==> config.mk <==
export PLATFORM = sky130hd
export DESIGN_NAME = pwm_bank
export DESIGN_NICKNAME = d
export VERILOG_FILES = /design/src/rtl/pwm_pkg.sv /design/src/rtl/pwm_prescaler.sv /design/src/rtl/pwm_channel.sv /design/src/rtl/pwm_bank.sv
export SDC_FILE = /design/constraint.sdc
export NUM_CORES = 1
export LEC_CHECK = 0
export ABC_AREA = 1
export BUFFER_PORTS_ARGS = -buffer_cell sky130_fd_sc_hd__buf_2
export CAP_MARGIN = 20
export CORE_MARGIN = 3
export CORE_UTILIZATION = 35
export CTS_CLUSTER_DIAMETER = 40
export DETAILED_ROUTE_END_ITERATION = 12
export GPL_TIMING_DRIVEN = 0
export SLEW_MARGIN = 10
export SYNTH_ARGS = -nofsm -noshare
export SYNTH_HDL_FRONTEND = slang
export SYNTH_SLANG_ARGS = --single-unit
==> constraint.sdc <==
create_clock -name clk -period 6.5 [get_ports clk]
set_input_delay 1.95 -clock clk [delete_from_list [all_inputs] [get_ports clk]]
set_output_delay 1.95 -clock clk [all_outputs]
set_load 0.005 [all_outputs]
==> src/rtl/pwm_pkg.sv <==
`timescale 1ns/1ps
// Package: shared sizes and register offsets of the PWM bank.
// Assumes byte addressing and one register per 4-byte word.
package pwm_pkg;
    localparam int unsigned N_CH    = 4;
    localparam int unsigned CNT_W   = 16;
    localparam int unsigned EXP_W   = 4;
    localparam int unsigned EXP_MAX = 10;
    localparam int unsigned ADDR_W  = 12;
    localparam int unsigned POL_BIT = 9;

    // global word offsets
    localparam logic [ADDR_W-1:0] OFS_START  = 12'h004;
    localparam logic [ADDR_W-1:0] OFS_STOP   = 12'h008;
    localparam logic [ADDR_W-1:0] OFS_STATUS = 12'h00C;
    localparam logic [ADDR_W-1:0] OFS_EVENT  = 12'h01C;

    // channel windows
    localparam int unsigned CH_BASE   = 'h200;
    localparam int unsigned CH_STRIDE = 'h20;
    localparam int unsigned SUB_W     = $clog2(CH_STRIDE);

    // offsets inside one channel window
    localparam logic [SUB_W-1:0] SUB_MODE   = 5'h00;
    localparam logic [SUB_W-1:0] SUB_DUTY   = 5'h04;
    localparam logic [SUB_W-1:0] SUB_DUTY_S = 5'h08;
    localparam logic [SUB_W-1:0] SUB_PER    = 5'h0C;
    localparam logic [SUB_W-1:0] SUB_PER_S  = 5'h10;
endpackage

==> src/rtl/pwm_prescaler.sv <==
`timescale 1ns/1ps
// Module: pwm_prescaler
// Emits a one-cycle tick every 2^E clocks while run is high, with E the
// exponent clamped to EXP_MAX. Assumes the divider restarts whenever run is low.
module pwm_prescaler #(
    parameter int unsigned EXP_W   = 4,
    parameter int unsigned EXP_MAX = 10
) (
    input  logic             clk,
    input  logic             rst_n,
    input  logic             run,
    input  logic [EXP_W-1:0] exp_sel,
    output logic             tick
);
    localparam int unsigned PW = (EXP_MAX > 0) ? EXP_MAX : 1;

    logic [PW-1:0]    pre_q;
    logic [PW-1:0]    mask;
    logic [EXP_W-1:0] exp_eff;

    // clamp the exponent to the largest supported division
    always_comb exp_eff = (exp_sel > EXP_W'(EXP_MAX)) ? EXP_W'(EXP_MAX) : exp_sel;

    // build a mask of the low exp_eff bits
    always_comb begin
        mask = '0;
        for (int i = 0; i < int'(PW); i++) mask[i] = (i < int'(exp_eff));
    end

    // free divider that restarts while the channel is idle
    always_ff @(posedge clk) begin
        if (!rst_n || !run) pre_q <= '0;
        else                pre_q <= pre_q + PW'(1);
    end

    assign tick = run && ((pre_q & mask) == mask);

    // with a nonzero exponent two ticks never come back to back
    p_tick_spacing_r4: assert property (@(posedge clk) disable iff (!rst_n)
        (run && $past(run) && $past(tick) && exp_sel != '0 && $stable(exp_sel)) |-> !tick);
endmodule

==> src/rtl/pwm_channel.sv <==
`timescale 1ns/1ps
// Module: pwm_channel
// One PWM channel: mode, direct and staged duty/period registers, the period
// count and the pin. Assumes at most one write strobe per cycle from the decoder.
module pwm_channel #(
    parameter int unsigned CNT_W   = 16,
    parameter int unsigned EXP_W   = 4,
    parameter int unsigned EXP_MAX = 10,
    parameter int unsigned POL_BIT = 9
) (
    input  logic             clk,
    input  logic             rst_n,
    input  logic [CNT_W-1:0] wr_val,
    input  logic             wr_mode,
    input  logic             wr_duty,
    input  logic             wr_duty_s,
    input  logic             wr_per,
    input  logic             wr_per_s,
    input  logic             start,
    input  logic             stop,
    output logic             running,
    output logic             per_end,
    output logic             pin,
    output logic [CNT_W-1:0] rb_mode,
    output logic [CNT_W-1:0] rb_duty,
    output logic [CNT_W-1:0] rb_duty_s,
    output logic [CNT_W-1:0] rb_per,
    output logic [CNT_W-1:0] rb_per_s
);
    logic [EXP_W-1:0] exp_q;
    logic             pol_q;
    logic [CNT_W-1:0] duty_q, per_q, duty_s_q, per_s_q, cnt_q, hi_len;
    logic             duty_pend, per_pend, run_q, stop_q, tick, active;

    pwm_prescaler #(.EXP_W(EXP_W), .EXP_MAX(EXP_MAX)) u_pre (
        .clk(clk), .rst_n(rst_n), .run(run_q), .exp_sel(exp_q), .tick(tick)
    );

    // last prescaled clock of the period (every tick when the period is 0)
    assign per_end = run_q && tick &&
                     (({1'b0, cnt_q} + (CNT_W+1)'(1)) >= {1'b0, per_q});

    // mode register: exponent and polarity
    always_ff @(posedge clk) begin
        if (!rst_n) begin
            exp_q <= '0;
            pol_q <= 1'b0;
        end else if (wr_mode) begin
            exp_q <= wr_val[EXP_W-1:0];
            pol_q <= wr_val[POL_BIT];
        end
    end

    // active duty/period: staged load at period end beats a direct write
    always_ff @(posedge clk) begin
        if (!rst_n) begin
            duty_q <= '0;
            per_q  <= '0;
        end else begin
            if (per_end && duty_pend) duty_q <= duty_s_q;
            else if (wr_duty)         duty_q <= wr_val;
            if (per_end && per_pend)  per_q  <= per_s_q;
            else if (wr_per)          per_q  <= wr_val;
        end
    end

    // staged values and their pending flags
    always_ff @(posedge clk) begin
        if (!rst_n) begin
            duty_s_q  <= '0;
            per_s_q   <= '0;
            duty_pend <= 1'b0;
            per_pend  <= 1'b0;
        end else begin
            if (wr_duty_s) begin
                duty_s_q  <= wr_val;
                duty_pend <= 1'b1;
            end else if (per_end) duty_pend <= 1'b0;
            if (wr_per_s) begin
                per_s_q  <= wr_val;
                per_pend <= 1'b1;
            end else if (per_end) per_pend <= 1'b0;
        end
    end

    // run state: start wins, stop waits for the period end
    always_ff @(posedge clk) begin
        if (!rst_n) begin
            run_q  <= 1'b0;
            stop_q <= 1'b0;
        end else if (start) begin
            run_q  <= 1'b1;
            stop_q <= 1'b0;
        end else if (per_end && stop_q) begin
            run_q  <= 1'b0;
            stop_q <= 1'b0;
        end else if (stop && run_q) begin
            stop_q <= 1'b1;
        end
    end

    // period count
    always_ff @(posedge clk) begin
        if (!rst_n || !run_q) cnt_q <= '0;
        else if (per_end)     cnt_q <= '0;
        else if (tick)        cnt_q <= cnt_q + CNT_W'(1);
    end

    // waveform: active for the first per-duty counts of each period
    always_comb begin
        hi_len = per_q - duty_q;
        active = run_q && (duty_q <= per_q) && (cnt_q < hi_len);
    end

    assign pin     = active ^ pol_q;
    assign running = run_q;

    // readback views
    always_comb begin
        rb_mode                = '0;
        rb_mode[EXP_W-1:0]     = exp_q;
        rb_mode[POL_BIT]       = pol_q;
    end
    assign rb_duty   = duty_q;
    assign rb_duty_s = duty_s_q;
    assign rb_per    = per_q;
    assign rb_per_s  = per_s_q;

    p_stop_on_boundary_r7: assert property (@(posedge clk) disable iff (!rst_n)
        $fell(run_q) |-> $past(per_end));
    p_stage_load_r5: assert property (@(posedge clk) disable iff (!rst_n)
        (per_end && duty_pend) |=> (duty_q == $past(duty_s_q)));
    p_idle_level_r7: assert property (@(posedge clk) disable iff (!rst_n)
        !run_q |-> (pin == pol_q));
    p_wide_duty_r9: assert property (@(posedge clk) disable iff (!rst_n)
        (duty_q > per_q) |-> (pin == pol_q));
    p_count_restart_r3: assert property (@(posedge clk) disable iff (!rst_n)
        $rose(run_q) |-> (cnt_q == '0));
endmodule

==> src/rtl/pwm_bank.sv <==
`timescale 1ns/1ps
// Module: pwm_bank
// Register decoder, event word and read mux around N channel instances.
// Assumes single-cycle accesses and that read data is taken one clock later.
module pwm_bank #(
    parameter int unsigned NUM_CH = pwm_pkg::N_CH,
    parameter int unsigned DATA_W = pwm_pkg::CNT_W,
    parameter int unsigned ADDR_W = pwm_pkg::ADDR_W
) (
    input  logic              clk,
    input  logic              rst_n,
    input  logic [ADDR_W-1:0] addr,
    input  logic [DATA_W-1:0] wdata,
    input  logic              wr_en,
    input  logic              rd_en,
    output logic [DATA_W-1:0] rdata,
    output logic [NUM_CH-1:0] pwm_out
);
    import pwm_pkg::*;
    localparam int unsigned BLK_W = ADDR_W - SUB_W;

    logic [NUM_CH-1:0] run_v, end_v, hit_v, evt_q;
    logic [DATA_W-1:0] mode_rb [NUM_CH];
    logic [DATA_W-1:0] duty_rb [NUM_CH];
    logic [DATA_W-1:0] dutys_rb[NUM_CH];
    logic [DATA_W-1:0] per_rb  [NUM_CH];
    logic [DATA_W-1:0] pers_rb [NUM_CH];
    logic [DATA_W-1:0] rd_mux, rdata_q;
    logic [SUB_W-1:0]  sub;
    logic              wr_start, wr_stop, rd_evt;

    assign sub      = addr[SUB_W-1:0];
    assign wr_start = wr_en && (addr == OFS_START);
    assign wr_stop  = wr_en && (addr == OFS_STOP);
    assign rd_evt   = rd_en && (addr == OFS_EVENT);

    for (genvar g = 0; g < int'(NUM_CH); g++) begin : g_ch
        localparam int unsigned BLK_I = CH_BASE / CH_STRIDE + g;
        assign hit_v[g] = (addr[ADDR_W-1:SUB_W] == BLK_W'(BLK_I));

        pwm_channel #(
            .CNT_W(DATA_W), .EXP_W(EXP_W), .EXP_MAX(EXP_MAX), .POL_BIT(POL_BIT)
        ) u_ch (
            .clk(clk), .rst_n(rst_n), .wr_val(wdata),
            .wr_mode  (wr_en && hit_v[g] && sub == SUB_MODE),
            .wr_duty  (wr_en && hit_v[g] && sub == SUB_DUTY),
            .wr_duty_s(wr_en && hit_v[g] && sub == SUB_DUTY_S),
            .wr_per   (wr_en && hit_v[g] && sub == SUB_PER),
            .wr_per_s (wr_en && hit_v[g] && sub == SUB_PER_S),
            .start(wr_start && wdata[g]), .stop(wr_stop && wdata[g]),
            .running(run_v[g]), .per_end(end_v[g]), .pin(pwm_out[g]),
            .rb_mode(mode_rb[g]), .rb_duty(duty_rb[g]), .rb_duty_s(dutys_rb[g]),
            .rb_per(per_rb[g]), .rb_per_s(pers_rb[g])
        );
    end

    // event word: read clears, a period end in the same cycle still sets
    always_ff @(posedge clk) begin
        if (!rst_n) evt_q <= '0;
        else        evt_q <= (rd_evt ? '0 : evt_q) | end_v;
    end

    // read selection over global and channel registers
    always_comb begin
        rd_mux = '0;
        if (addr == OFS_STATUS)     rd_mux[NUM_CH-1:0] = run_v;
        else if (addr == OFS_EVENT) rd_mux[NUM_CH-1:0] = evt_q;
        for (int n = 0; n < int'(NUM_CH); n++) begin
            if (hit_v[n]) begin
                case (sub)
                    SUB_MODE:   rd_mux = mode_rb[n];
                    SUB_DUTY:   rd_mux = duty_rb[n];
                    SUB_DUTY_S: rd_mux = dutys_rb[n];
                    SUB_PER:    rd_mux = per_rb[n];
                    SUB_PER_S:  rd_mux = pers_rb[n];
                    default:    rd_mux = '0;
                endcase
            end
        end
    end

    // registered read data
    always_ff @(posedge clk) begin
        if (!rst_n)     rdata_q <= '0;
        else if (rd_en) rdata_q <= rd_mux;
    end
    assign rdata = rdata_q;

    p_start_runs_r2: assert property (@(posedge clk) disable iff (!rst_n)
        wr_start |=> ((run_v & $past(wdata[NUM_CH-1:0])) == $past(wdata[NUM_CH-1:0])));
    p_event_set_r8: assert property (@(posedge clk) disable iff (!rst_n)
        (|end_v) |=> ((evt_q & $past(end_v)) == $past(end_v)));
    p_event_clear_r8: assert property (@(posedge clk) disable iff (!rst_n)
        (rd_evt && end_v == '0) |=> (evt_q == '0));
endmodule

; Word level (Yosys, flattened, before mapping)
; Cells that the tools add are included.
[word_totals]
inputBits = 32
word_cells = 308
out_inout_bits = 20
regBits = 416
[op_classes]
eq_ne = 16
mux = 51
n_lt_le_gt_ge = 56
n_reduce_logical = 109
n_bitwise = 10
n_addsub = 16
[op_table]
columns = op, count
row1 = 2-to-1 mux 16 bit, 20
row2 = case mux 16 bit (5 select lines), 4
row3 = logical AND 1 bit, 71
row4 = adder 16 x 1 -> 17 bit (second input constant), 4
row5 = >= comparator 17 x 16 -> 1 bit, 4
row6 = adder 16 x 1 -> 16 bit (second input constant), 4
row7 = <= comparator 16 bit, 4
row8 = less-than comparator 16 bit, 4
row9 = less-than comparator 3 x 4 -> 1 bit (first input constant), 16
row10 = subtractor 16 bit, 4
row11 = adder 10 x 1 -> 10 bit (second input constant), 4
row12 = AND 10 bit, 4
row13 = == test 10 bit, 4
row14 = nonzero test 2 bit, 20
row15 = less-than comparator 1 x 4 -> 1 bit (first input constant), 8
row16 = less-than comparator 2 x 4 -> 1 bit (first input constant), 8
row17 = less-than comparator 4 bit (first input constant), 8
row18 = == test 7 x 5 -> 1 bit (second input constant), 4
row19 = 2-to-1 mux 4 bit, 7
row20 = == test 12 x 4 -> 1 bit (second input constant), 2
row21 = 2-to-1 mux 1 bit, 20
row22 = greater-than comparator 4 bit (second input constant), 4
row23 = == test 12 x 3 -> 1 bit (second input constant), 1
row24 = == test 12 x 5 -> 1 bit (second input constant), 1
row25 = other kinds (11), 28

; Longest topological paths before layout
; Gate-level depths: netlist (run 1).
[depth]
depth_word = 11
ltp_mapped = 21
ltp_nobuf = 20

; Hierarchy
; Synthesis (run 1) repeated with hierarchy kept, for this count alone.
[hier_totals]
cells_unflattened = 4519
hier_area_um2 = 29380.7
[by_module_without_submodules]
columns = module, cells_each, n_inst, area_each_um2, seq_area_each_um2
row1 = pwm_channel at g_ch[0].u_ch ..., 829, 3, 5721.7, 1781.7
row2 = pwm_channel at g_ch[1].u_ch, 822, 1, 5713.0, 1781.7
row3 = pwm_bank, 837, 1, 4164.0, 400.4
row4 = pwm_prescaler at g_ch[0].u_ch.u_pre ..., 93, 3, 585.6, 200.2
row5 = pwm_prescaler at g_ch[3].u_ch.u_pre, 94, 1, 581.8, 200.2

; Least setup slack after synthesis (run 1)
; No wires, ideal clock.
[synth_path]
kind = register to output
startpoint = register g_ch[0].u_ch.per_q[0]
endpoint = output pwm_out[0]
path_buffers = 1
t_required_ns = 4.550
stages_incl_launch_ff = 19
path_slack_ns = 1.730
arrival_ns = 2.820
cell_sequence = dfxtp_1 > inv_1 > ha_1 > fa_1 > nand3b_1 > and2_1 > inv_1 > a21oi_1 > inv_1 > a21oi_1 > o21ai_0 > xor2_1 > ha_1 > nand2_1 > o21ai_0 > a21oi_1 > nand4_1 > xor2_1 > buf_4
[synth_via]
elab_chain_cells = 4
elab_cells_between_ends = 6
cone_classes = add/sub: 1 / order compare: 2 / bitwise: 1 / reduce/logical: 2
[synth_lines]
columns = element, line
row1 = start: declaration, pwm_channel.sv:32  ; logic [CNT_W-1:0] duty_q, per_q, duty_s_q, per_s_q, cnt_q, hi_len;
row2 = start signal: assignment, pwm_channel.sv:62  ; if (per_end && per_pend) per_q <= per_s_q;
row3 = start signal: assignment, pwm_channel.sv:63  ; else if (wr_per) per_q <= wr_val;
row4 = subtractor 16 bit / <= comparator 16 bit (equally long branches), "pwm_channel.sv:111, pwm_channel.sv:112"
row5 = less-than comparator 16 bit / logical AND 1 bit (equally long branches), pwm_channel.sv:112  ; active = run_q && (duty_q <= per_q) && (cnt_q < hi_len);
row6 = logical AND 1 bit (*), pwm_channel.sv:112
row7 = XOR 1 bit (*), pwm_channel.sv:115  ; assign pin = active ^ pol_q;
row8 = end: declaration, pwm_bank.sv:17  ; output logic [NUM_CH-1:0] pwm_out
; Every way passes the cells marked *; elsewhere a longest branch is shown, timed or not.

; Worst setup path after layout (run 1)
[layout_path]
startpoint = register g_ch[2].u_ch.per_q[0]
endpoint = output pwm_out[2]
[layout_via]
elab_chain_cells = 4
elab_cells_between_ends = 6
cone_classes = add/sub: 1 / order compare: 2 / bitwise: 1 / reduce/logical: 2
[layout_lines]
columns = element, line
row1 = start: declaration, pwm_channel.sv:32
row2 = start signal: assignment, pwm_channel.sv:62
row3 = start signal: assignment, pwm_channel.sv:63
row4 = subtractor 16 bit / <= comparator 16 bit (equally long branches), "pwm_channel.sv:111, pwm_channel.sv:112"
row5 = less-than comparator 16 bit / logical AND 1 bit (equally long branches), pwm_channel.sv:112
row6 = logical AND 1 bit (*), pwm_channel.sv:112
row7 = XOR 1 bit (*), pwm_channel.sv:115
; Marked as above.

==> flow_summary.ini, run 1 <==
[status]
status = completed

[power]
pwr-share-comb_pct = 3.0
power.leakage_nw = 12.5
seqPwrFrac_pct = 36.2
ir_drop_mv = 0.210
p_sw_share_pct = 24.4
pwr-share-clk_pct = 60.8
powerDensity_nw_per_um2 = 225
cellInternalPower_w = 0.00535
p_switching_w = 0.00173

[sta]
skew_ns = 0.0425
fin_setup_tns_ns = 0
relSlewSlack_pct = 12.4
worst_pin_slew_ns = 1.30
period_minus_slack_ns = 6.21
setup_viol = 0
finalCritPeriodShare_pct = 95.6
final-hold-violation-count = 0
fmax_ghz = 0.161
rsz0062_at_grt = no
drv_slew = 0

[synth]
syn-cell-area_um2 = 27000
synth_xor_area_share_pct = 3.63
yosys_warnings = 0
ys_types = 58
ys_ff_latch = 416
synth_edf_count = 0
synth_compound_area_share_pct = 19.9
synth-seq-area-share_pct = 30.8
syn_inst = 3958
yosys.area_share.adder_pct = 9.36
synthMuxAreaShare_pct = 0
ys.flop_type = dfxtp_1
synth_top_family_by_area = simple AND/OR/NAND/NOR gates
postSynthAreaPerCell_um2 = 6.83
synth-async-reset-ratio_pct = 0
synth_fp_nets = 4190
yosys.area_share.simple_pct = 25.5

[cells_and_area]
area_delta_synth_final_pct = 16.3
fin_cells = 5196
fin_util_pct = 41.3
fin_nets = 4328
layout-drive-gt1-share_pct = 9.08

[grt]
grt_usage_pct = 25.7
grt_overflow = 0
grt_pass1_wl_um = 159000
grt_pass1_vias = 26100
antenna_found_initial = 5
grt_max_degree = 14

[cts]
path_clk_slew_ns = 0.06
cts-htree-levels = 3
clock_path_buffers = 3
numClockSinks = 416
root_buffer = clkbuf_16
clk-insertion-delay-late_ns = 0.63
cts_setup_buffers = 0
cts_tree = yes
cts_buffers = 83

[placement]
dp_hpwl_um = 82300
dp.cells = 5039
gp_routability_congestion = 1.01
numPortBuffers = 49

[route]
drtIter0Drc = 3105
vias = 28400
dr.pass1.iters = 8
wl_per_cell_um = 20.8
viasPerCell = 5.46
remaining_drc_errors = 0
routed_wl_um = 108000
ant_nets = 0

[floorplan]
fp.dieH_um = 284
rows = 101
die_area_um2 = 80700
core-area_um2 = 76200
ios = 52
start_util_pct = 35.5
die_w_um = 284

[worst_setup_path]
endpoint_kind = output pin
path_class = flip-flop to output pin
cp-start-kind = flip-flop
cp_max_fo = 3
crit_required_ns = 4.55
cp.arrival_ns = 4.26

[flow_run]
maxCapViolCount = 0

[worst_hold_path]
min-delay-path-class = flip-flop to flip-flop
[per-layer routing]
metal	GRT usage [%]	part of all wire, %
met1	34.8	42
met2	38.9	42
met3	5.41	11
met4	12.0	4.7
met5	1.19	0.13
[registers in the layout, summed over array words and instances (netlist names)]
register,count
g_ch.u_ch.stop_q,4
g_ch.u_ch.duty_pend,4
g_ch.u_ch.pol_q,4
g_ch.u_ch.rb_duty_s,64
g_ch.u_ch.cnt_q,64
g_ch.u_ch.rb_per,64
g_ch.u_ch.rb_per_s,64
g_ch.u_ch.running,4
evt_q,4
rdata,16
g_ch.u_ch.u_pre.pre_q,40
g_ch.u_ch.per_pend,4
g_ch.u_ch.exp_q,16
g_ch.u_ch.rb_duty,64
[path summary, 6_finish.rpt]
check        slack (ns)  cells past startpoint                          end                        start
max                0.29                     19                   pwm_out[2]       g_ch[2].u_ch.rb_per[0]
min                0.46                      1  g_ch[1].u_ch.u_pre.pre_q[0]  g_ch[1].u_ch.u_pre.pre_q[0]
max reg2reg        2.78                     18      g_ch[3].u_ch.rb_duty[9]        g_ch[3].u_ch.cnt_q[0]
min reg2reg        0.46                      1  g_ch[1].u_ch.u_pre.pre_q[0]  g_ch[1].u_ch.u_pre.pre_q[0]
[cell usage in the layout, fill, tap and decap left out, types with 17 or more instances in the layout]
master        n
o21ai_0     261
clkbuf_16    86
inv_1       494
xor2_1       70
buf_2       105
nand3_1     199
ha_1        196
xnor2_1      42
nor2_1      139
nand2_1     846
nor3_1       38
a21oi_1     528
clkbuf_1    119
nand4_1     193
o22ai_1     107
clkinvlp_4   17
dfxtp_1     416
buf_4        27
o21ai_1      25
[critical path, stage by stage, from the launching register on]
cell	delay (ns)
dfxtp_1	0.39
inv_1	0.11
ha_1	0.22
fa_1	0.40
nand3b_1	0.16
and2_1	0.20
inv_1	0.06
a21oi_1	0.08
inv_1	0.11
a21oi_1	0.10
o21ai_0	0.21
xor2_1	0.19
ha_1	0.25
nand2_1	0.07
o21ai_0	0.10
a21oi_1	0.19
nand4_1	0.23
xnor2_1	0.30
buf_4	0.15
buf_2	0.10
[timing repair]
action / in CTS / in global routing
gates resized for setup: 0 / 4
setup endpoints to repair: 0 / 3
hold buffers: 0 / 0
[power groups by stage]
stage	Combinational, W	Sequential, W	Clock, W
after floorplan	0.0000827	0.00261	0
after global placement	0.000200	0.00261	0
after detailed placement	0.000199	0.00261	0
after CTS	0.000200	0.00256	0.00435
after global routing	0.000216	0.00256	0.00448
final	0.000214	0.00256	0.00430
[final cells by class]
class | instances | area (µm²)
fill | 8097 | 44700
multi-input combinational | 2822 | 15800
sequential | 416 | 8330
clock buffer | 99 | 2280
inverter | 508 | 1910
tap | 1030 | 1290
buffer | 212 | 1030
clock inverter | 52 | 526
timing repair buffer | 53 | 283
antenna | 4 | 10.0
[cell families after synthesis]
kind of cell	Yosys count
and+or+nand+nor	1506
AOI/OAI and AO/OA	1004
buffers and inverters	720
DFF	416
adders and majority gates	200
xor gates and xnor gates	112
[per-stage QoR]
stage | cell area (µm²) | worst slack, ns | hold slack, ns | power (W)
after floorplan | 27000 | 1.73 | 0.427 | 0.00269
after global placement | 28600 | 0.891 | 0.446 | 0.00281
after detailed placement | 28600 | 0.915 | 0.452 | 0.00281
after CTS | 31400 | 0.248 | 0.462 | 0.00710
after global routing | 31500 | 0.00780 | 0.479 | 0.00725
final | 31500 | 0.286 | 0.457 | 0.00707
[synthesized netlist by cell type, types with 8 or more instances]
| library cell | n | area [µm²] |
|---|---|---|
| a21oi_1 | 528 | 2640 |
| xor2_1 | 70 | 613 |
| o21ai_0 | 261 | 1310 |
| nor4_1 | 15 | 93.8 |
| buf_2 | 56 | 280 |
| buf_4 | 25 | 188 |
| inv_2 | 11 | 41.3 |
| nor2_2 | 16 | 100 |
| a21oi_2 | 8 | 70.1 |
| nor2_1 | 139 | 522 |
| nand4_1 | 193 | 1210 |
| inv_1 | 494 | 1850 |
| nand3_2 | 8 | 80.1 |
| o21ai_1 | 29 | 145 |
| ha_1 | 196 | 2450 |
| clkbuf_1 | 114 | 428 |
| nor3_1 | 38 | 190 |
| nand3_1 | 199 | 996 |
| nand2_1 | 846 | 3180 |
| nand2_2 | 11 | 68.8 |
| o22ai_1 | 107 | 669 |
| xnor2_1 | 42 | 368 |
| o211ai_1 | 12 | 90.1 |
| o31ai_1 | 11 | 82.6 |
| dfxtp_1 | 416 | 8330 |
Power figures use the tool's default switching activity.
==> inputs of run 2 (changes only) <==
clock period = 7.9 ns   (was 6.5 ns; I/O delays follow)
==> flow_summary.ini, run 2 (synthesized netlist as in run 1, its figures left out) <==
[sta]
final-hold-violation-count = 0
relSlewSlack_pct = 13.6
rsz0062_at_grt = no
drv_slew = 0
finalCritPeriodShare_pct = 84.1
fmax_ghz = 0.150
fin_setup_tns_ns = 0
setup_viol = 0
worst_pin_slew_ns = 1.28
skew_ns = 0.0428
period_minus_slack_ns = 6.65

[placement]
gp_routability_congestion = 1.01
dp_hpwl_um = 82300
placed_area_um2 = 28600
numPortBuffers = 49

[route]
drtIter0Drc = 3076
drt-met1-wl_um = 45900
remaining_drc_errors = 0
viasPerCell = 5.46
wl_per_cell_um = 20.8
dr.pass1.iters = 6
vias = 28400
routed_wl_um = 108000
wl_met3_um = 11300
dr.max_layer_used = met5
ant_nets = 0
route.met2.wl_um = 45400

[power]
powerDensity_nw_per_um2 = 185
ir_drop_mv = 0.173
total_power_w = 0.00583
power.leakage_nw = 12.5

[cells_and_area]
fillCellCount = 8096
area_delta_synth_final_pct = 16.3
final_area_um2 = 31500
layout-drive-gt1-share_pct = 8.99
final_cell_mix = nand2_1, a21oi_1, inv_1, dfxtp_1, o21ai_0
fin_nets = 4328
layout_commonest_cell = nand2_1

[cts]
clk-insertion-delay-late_ns = 0.63
cts_hold_buffers = 0
numClockSinks = 416
clock_path_buffers = 3
root_buffer = clkbuf_16
cts-resized-gates = 0
cts_buffers = 83
path_clk_slew_ns = 0.04
cts-htree-levels = 3
cts_setup_buffers = 0
cts_tree = yes

[floorplan]
core-area_um2 = 76200
die_w_um = 284
fp.dieH_um = 284
die_area_um2 = 80700
rows = 101
ios = 52
start_util_pct = 35.5

[grt]
grt_overflow = 0
grt_pass1_wl_um = 159000
grt_usage_pct = 25.7
antenna_found_initial = 5
grt_max_degree = 14
grt_pass1_vias = 26100

[worst_setup_path]
reg2regPathDepth = 18
timing.reg2reg.setup_slack_ns = 4.18
endpoint_kind = output pin
reg2reg_from = g_ch[3].u_ch.cnt_q[0]
crit_required_ns = 5.53
cp.arrival_ns = 4.28
cp-start-kind = flip-flop
cp_max_fo = 4
reg2reg_to = g_ch[3].u_ch.rb_duty[10]
path_class = flip-flop to output pin
startpoint = g_ch[0].u_ch.rb_duty[2]

[status]
status = completed

[worst_hold_path]
min-delay-path-class = flip-flop to flip-flop
min_from = g_ch[1].u_ch.u_pre.pre_q[0]
holdPathStages = 1
min_to = g_ch[1].u_ch.u_pre.pre_q[0]

[flow_run]
maxCapViolCount = 0
==> run 2: critical path, stage by stage, from the launching register on <==
cell,delay (ns)
dfxtp_1,0.43
inv_1,0.09
ha_1,0.35
nand2_1,0.08
o21ai_1,0.21
a21oi_1,0.15
o21ai_1,0.29
a21boi_0,0.20
o21ai_1,0.29
nand2_1,0.11
nand3_1,0.08
nand2_1,0.07
ha_1,0.30
a21oi_1,0.14
o21ai_0,0.10
a21oi_1,0.15
nand4_1,0.12
xor2_1,0.26
buf_4,0.15
buf_2,0.10
==> run 2: power by group <==
| group | switching [W] | total [W] | internal (W) | leakage [nW] |
|---|---|---|---|---|
| sequential | 0.00000165 | 0.00211 | 0.00210 | 3.35 |
| combinational | 0.000149 | 0.000177 | 0.0000277 | 7.80 |
| clock | 0.00128 | 0.00354 | 0.00227 | 1.34 |
| total | 0.00143 | 0.00583 | 0.00440 | 12.5 |
==> run 2: stage by stage <==
step / util (%) / instances / hold WS (ns) / setup slack [ns]
after CTS: 41.2 / 5190 / 0.462 / 1.23
after detailed placement: 37.5 / 5039 / 0.452 / 1.90
after floorplan: - / 3958 / 0.427 / 2.71
after global placement: 37.5 / 5037 / 0.446 / 1.87
after global routing: 41.3 / 5192 / 0.479 / 0.849
final: 41.3 / 5197 / 0.457 / 1.25
==> run 2: layout make-up <==
class	instances	area (µm²)	area share, %
multi-input cells	2822	15800	50.2
flip-flops and latches	416	8330	26.5
clock buffers	99	2280	7.25
inverters	508	1910	6.07
well taps	1030	1290	4.10
plain buffers	212	1030	3.26
clock inverters	52	526	1.67
repair buffers	53	283	0.899
diodes	5	12.5	0.0398
==> run 2: layer usage <==
| metal | global-route usage (%) | vias to the layer above |
|---|---|---|
| met4 | 12.0 | 2 |
| met3 | 5.41 | 293 |
| met1 | 34.8 | 13000 |
| met5 | 1.19 | - |
| li1 | - | 13700 |
| met2 | 38.9 | 1390 |
==> run 2: worst max path at each step <==
stage / endpoint / slack, ns / cells past startpoint
2_1_floorplan: pwm_out[0] / 2.71 / 18
3_3_place_gp: pwm_out[0] / 1.87 / 19
3_5_place_dp: pwm_out[0] / 1.90 / 19
4_1_cts: pwm_out[0] / 1.23 / 19
5_1_grt: pwm_out[0] / 0.85 / 19
6_report: pwm_out[0] / 1.25 / 19
